File: src/rtl/mac_pkg.sv
package mac_pkg;

  typedef enum logic [1:0] {
    ACT_HOLD  = 2'd0,
    ACT_CLEAR = 2'd1,
    ACT_LOAD  = 2'd2,
    ACT_ADD   = 2'd3
  } mac_act_e;

endpackage

File: src/rtl/mac_ctrl.sv
module mac_ctrl
  import mac_pkg::*;
(
  input  logic     clr,
  input  logic     op_valid,
  input  logic     load,
  output mac_act_e act
);

  // Clear outranks every operand request; without valid operands, hold.
  always_comb begin
    if (clr)           act = ACT_CLEAR;
    else if (!op_valid) act = ACT_HOLD;
    else if (load)     act = ACT_LOAD;
    else               act = ACT_ADD;
  end

endmodule

File: src/rtl/mac_product.sv
module mac_product #(
  parameter int OP_W  = 16,
  parameter int ACC_W = 32
) (
  input  logic [OP_W-1:0]  op_a,
  input  logic [OP_W-1:0]  op_b,
  input  logic             frac_en,
  input  logic             sat_en,
  output logic [ACC_W-1:0] prod,
  output logic             prod_ovf
);

  localparam int PW = 2 * OP_W;
  localparam logic [ACC_W-1:0] MAXV = {1'b0, {(ACC_W-1){1'b1}}};
  localparam logic [ACC_W-1:0] MINV = {1'b1, {(ACC_W-1){1'b0}}};

  logic signed [PW-1:0] raw;
  logic [ACC_W-1:0]     ext;
  logic [ACC_W-1:0]     dbl;

  assign raw = $signed(op_a) * $signed(op_b);

  generate
    if (ACC_W > PW) begin : g_widen
      assign ext = {{(ACC_W-PW){raw[PW-1]}}, raw};
    end else begin : g_exact
      assign ext = raw[ACC_W-1:0];
    end
  endgenerate

  assign dbl = {ext[ACC_W-2:0], 1'b0};

  // Doubling overflows only if the two top bits of the integer product disagree.
  always_comb begin
    prod_ovf = frac_en && (ext[ACC_W-1] != ext[ACC_W-2]);
    if (!frac_en)
      prod = ext;
    else if (prod_ovf && sat_en)
      prod = ext[ACC_W-1] ? MINV : MAXV;
    else
      prod = dbl;
  end

endmodule

File: src/rtl/mac_adder.sv
module mac_adder #(
  parameter int ACC_W = 32
) (
  input  logic [ACC_W-1:0] acc,
  input  logic [ACC_W-1:0] addend,
  input  logic             sat_en,
  output logic [ACC_W-1:0] result,
  output logic             add_ovf
);

  localparam logic [ACC_W-1:0] MAXV = {1'b0, {(ACC_W-1){1'b1}}};
  localparam logic [ACC_W-1:0] MINV = {1'b1, {(ACC_W-1){1'b0}}};

  logic [ACC_W-1:0] sum;

  assign sum = acc + addend;

  // Same-sign addends with an opposite-sign sum is the only overflow.
  always_comb begin
    add_ovf = (acc[ACC_W-1] == addend[ACC_W-1]) && (sum[ACC_W-1] != acc[ACC_W-1]);
    if (add_ovf && sat_en)
      result = acc[ACC_W-1] ? MINV : MAXV;
    else
      result = sum;
  end

endmodule

File: src/rtl/mac_accum.sv
module mac_accum
  import mac_pkg::*;
#(
  parameter int OP_W  = 16,
  parameter int ACC_W = 32
) (
  input  logic             clk,
  input  logic             rst,
  input  logic             sat_en,
  input  logic             frac_en,
  input  logic             clr,
  input  logic             op_valid,
  input  logic             load,
  input  logic [OP_W-1:0]  op_a,
  input  logic [OP_W-1:0]  op_b,
  output logic [ACC_W-1:0] acc_out,
  output logic             ovf_flag
);

  mac_act_e         act;
  logic [ACC_W-1:0] prod_val;
  logic             prod_ovf;
  logic [ACC_W-1:0] add_res;
  logic             add_ovf;
  logic [ACC_W-1:0] acc_q;
  logic             flag_q;

  mac_ctrl u_ctrl (
    .clr      (clr),
    .op_valid (op_valid),
    .load     (load),
    .act      (act)
  );

  mac_product #(.OP_W(OP_W), .ACC_W(ACC_W)) u_prod (
    .op_a     (op_a),
    .op_b     (op_b),
    .frac_en  (frac_en),
    .sat_en   (sat_en),
    .prod     (prod_val),
    .prod_ovf (prod_ovf)
  );

  mac_adder #(.ACC_W(ACC_W)) u_add (
    .acc     (acc_q),
    .addend  (prod_val),
    .sat_en  (sat_en),
    .result  (add_res),
    .add_ovf (add_ovf)
  );

  always_ff @(posedge clk) begin
    if (rst) begin
      acc_q  <= '0;
      flag_q <= 1'b0;
    end else begin
      unique case (act)
        ACT_CLEAR: begin
          acc_q  <= '0;
          flag_q <= 1'b0;
        end
        ACT_LOAD: begin
          acc_q  <= prod_val;
          flag_q <= flag_q | (prod_ovf & ~sat_en);
        end
        ACT_ADD: begin
          acc_q  <= add_res;
          flag_q <= flag_q | ((prod_ovf | add_ovf) & ~sat_en);
        end
        default: begin
          acc_q  <= acc_q;
          flag_q <= flag_q;
        end
      endcase
    end
  end

  assign acc_out  = acc_q;
  assign ovf_flag = flag_q;

endmodule

File: config.mk
export PLATFORM = sky130hd
export DESIGN_NAME = mac_accum
export DESIGN_NICKNAME = d
export VERILOG_FILES = /design/src/rtl/mac_pkg.sv /design/src/rtl/mac_ctrl.sv /design/src/rtl/mac_product.sv /design/src/rtl/mac_adder.sv /design/src/rtl/mac_accum.sv
export SDC_FILE = /design/constraint.sdc
export NUM_CORES = 1
export LEC_CHECK = 0
export ABC_AREA = 1
export BUFFER_PORTS_ARGS = -buffer_cell sky130_fd_sc_hd__buf_2
export CAP_MARGIN = 25
export CORE_MARGIN = 2
export CORE_UTILIZATION = 45
export DETAILED_ROUTE_END_ITERATION = 10
export PLACE_DENSITY = 0.62
export SLEW_MARGIN = 20
export SYNTH_ARGS = -nofsm -noshare
export SYNTH_HDL_FRONTEND = slang
export SYNTH_SLANG_ARGS = --single-unit
File: constraint.sdc
create_clock -name clk -period 10.5 [get_ports clk]
set_clock_uncertainty 0.15 [all_clocks]
set_input_delay 1.05 -clock clk [delete_from_list [all_inputs] [get_ports clk]]
set_output_delay 1.05 -clock clk [all_outputs]
set_load 0.03 [all_outputs]
==> reports/metrics.cfg <==
[run_status]
status = finished, final reports clean

[finish]
fillers = 3327
nets = 2566
final_cell_count_no_fill = 2594
final_common_cell = nand2_1
num_antenna_cells = 0
final_util = 0.481
drive_gt1_frac = 0.0655
regArea_um2 = 661
multi_input_area_mm2 = 0.0117
most-common-layout-cells = 659 x nand2_1, 539 x inv_1, 263 x fa_1
area_growth_pct = 5.34

[synthesis]
synth_top_cell_by_area = fa_1
synth_nets = 2559
ys_top_cells_by_area = fa_1 36%, nand2_1 17%, inv_1 14%
yosysSeqAreaShare = 0.0446
synth_top_cell_area_share = 0.355
ys_async_sr_fraction = 0
post_synth.cell_area_avg_um2 = 6.91
synthCells = 2144
synth-edff-count = 0
ys_seq_elements = 33
synthDistinctLibCells = 39
yosysWarnings = 0
syn_area_mm2 = 0.0148
synthFlopType = dfxtp_1

[sta]
rsz0062_at_grt = false
fin_ws_ns = 0.855
period_minus_slack_ns = 9.65
hold_viol_final = 0
worst_pin_slew_ns = 0.703
finalSetupViolCount = 0
slew_violations = 0
min_period_over_period = 0.919
slew_headroom = 0.531
max_freq_mhz = 104
fin_setup_tns_ns = 0

[placement]
port_buffers = 71
dp_slack_ns = 0.318
hpwlAfterDp_um = 31800
place.gp.congestion = 0.931
placed_cells = 2585

[global_routing]
grt_pass1_wl_um = 63300
track_usage = 0.232
overflow = 0
first_global_vias = 12900
antenna_found_initial = 0
grt_max_degree = 40

[cts]
htree_levels = 2
cts_resized = 0
clk-insertion-delay-late_ns = 0.29
clk_path_buf_depth = 2
cts_root_buf = clkbuf_16
cts_hold_buf = 0
cts_tree = done
cts_setup_buffers = 0
cts_buffers = 5
numClockSinks = 33
clk_pin_slew_ns = 0.06

[die]
fp.dieH_um = 185
rows = 66
core_mm2 = 0.0325
floorplan.initialDensity = 0.456
ios = 72
die_w_um = 185
die-area_mm2 = 0.0344

[setup_path]
reg2reg_to = acc_out[15]$_SDFFE_PP0P_
crit_path_end_kind = flip-flop
worst-path-max-fanout = 39
reg2reg_from = acc_out[10]$_SDFFE_PP0P_
worst-r2r-cell-count = 14
critPathMostFrequentCell = nand2_1
cp.required_ns = 10.59
critPathKind = input pin to flip-flop
max_stage_delay_ns = 0.88
rrSetupSlack_ns = 7.43
start_kind = input pin
cp_slowest_cell = fa_1
worstPathArrival_ns = 9.73

[min_path]
hp-start = ovf_flag$_SDFFE_PP0P_
holdPathEnd = ovf_flag$_SDFFE_PP0P_
hold_path.class = flip-flop to flip-flop
whs_path_depth = 2

[detailed_routing]
wl_per_cell_um = 14.4
drtIter0Drc = 732
drt-total-wl_um = 37400
firstDrtPassIters = 5
drc = 0
viasPerCell = 4.89
vias = 12700
ant_nets = 0

[job]
drv_cap = 0

flip-flops by register name, summed over array words and instances, names as in the netlist:
register  cells
acc_out      32
ovf_flag      1
critical path: cells and delay by family:
kind,cells,cell delay (ns)
compound gates,4,0.85
simple gates,21,2.41
fa+ha+maj,8,4.22
buf+inv,8,1.17
final cells by class:
class                      count  share of cell area
tap                          442              0.0354
clock buffer                   6             0.00826
inverter                     547               0.132
sequential                    33              0.0423
timing repair buffer          85              0.0302
multi-input combinational   1479               0.751
clock inverter                 2            0.000642
cell usage after synthesis, drive strengths merged, types with 25 or more instances:
cell and count:
ha 113, nand2 664, nand3 107, o21ai 25, xor2 28, dfxtp 33
or2 27, a21oi 67, nor2 78, a21boi 26, fa 263, clkbuf 68
inv 547
kinds of logic after synthesis:
kind of cell,count (synthesis),synth area share
AO/OA/AOI/OAI,145,0.0587
XOR/XNOR,48,0.0284
adder cells (fa/ha/maj),376,0.451
buffers and inverters,632,0.165
flip-flops,33,0.0446
AND/OR/NAND/NOR,910,0.253
through the flow:
stage	hold WS [ns]	area, um2
final	0.319	15600
after global routing	0.353	15600
after CTS	0.320	15600
after detailed placement	0.304	15400
after global placement	0.312	15400
after floorplan	0.433	14800
layer usage:
metal  global-route usage  share of wire  vias up
li1                     -              -     6270
met1                0.301           0.43     6067
met2                0.425           0.50      298
met3               0.0203          0.046       51
met4               0.0410          0.018        0
met5                    0              0        -
worst max-delay path by stage:
stage / start / to / depth (start not counted)
after floorplan: op_b[5] / acc_out[30]$_SDFFE_PP0P_ / 44
after global placement: op_a[15] / acc_out[25]$_SDFFE_PP0P_ / 39
after detailed placement: op_a[15] / acc_out[17]$_SDFFE_PP0P_ / 41
after CTS: op_a[15] / acc_out[17]$_SDFFE_PP0P_ / 41
after global routing: op_a[15] / acc_out[17]$_SDFFE_PP0P_ / 41
final: op_a[15] / acc_out[15]$_SDFFE_PP0P_ / 41
Power is left out: the tool's default activity adds up to more than one toggle a clock period on the data nets, which glitch-free logic cannot reach.
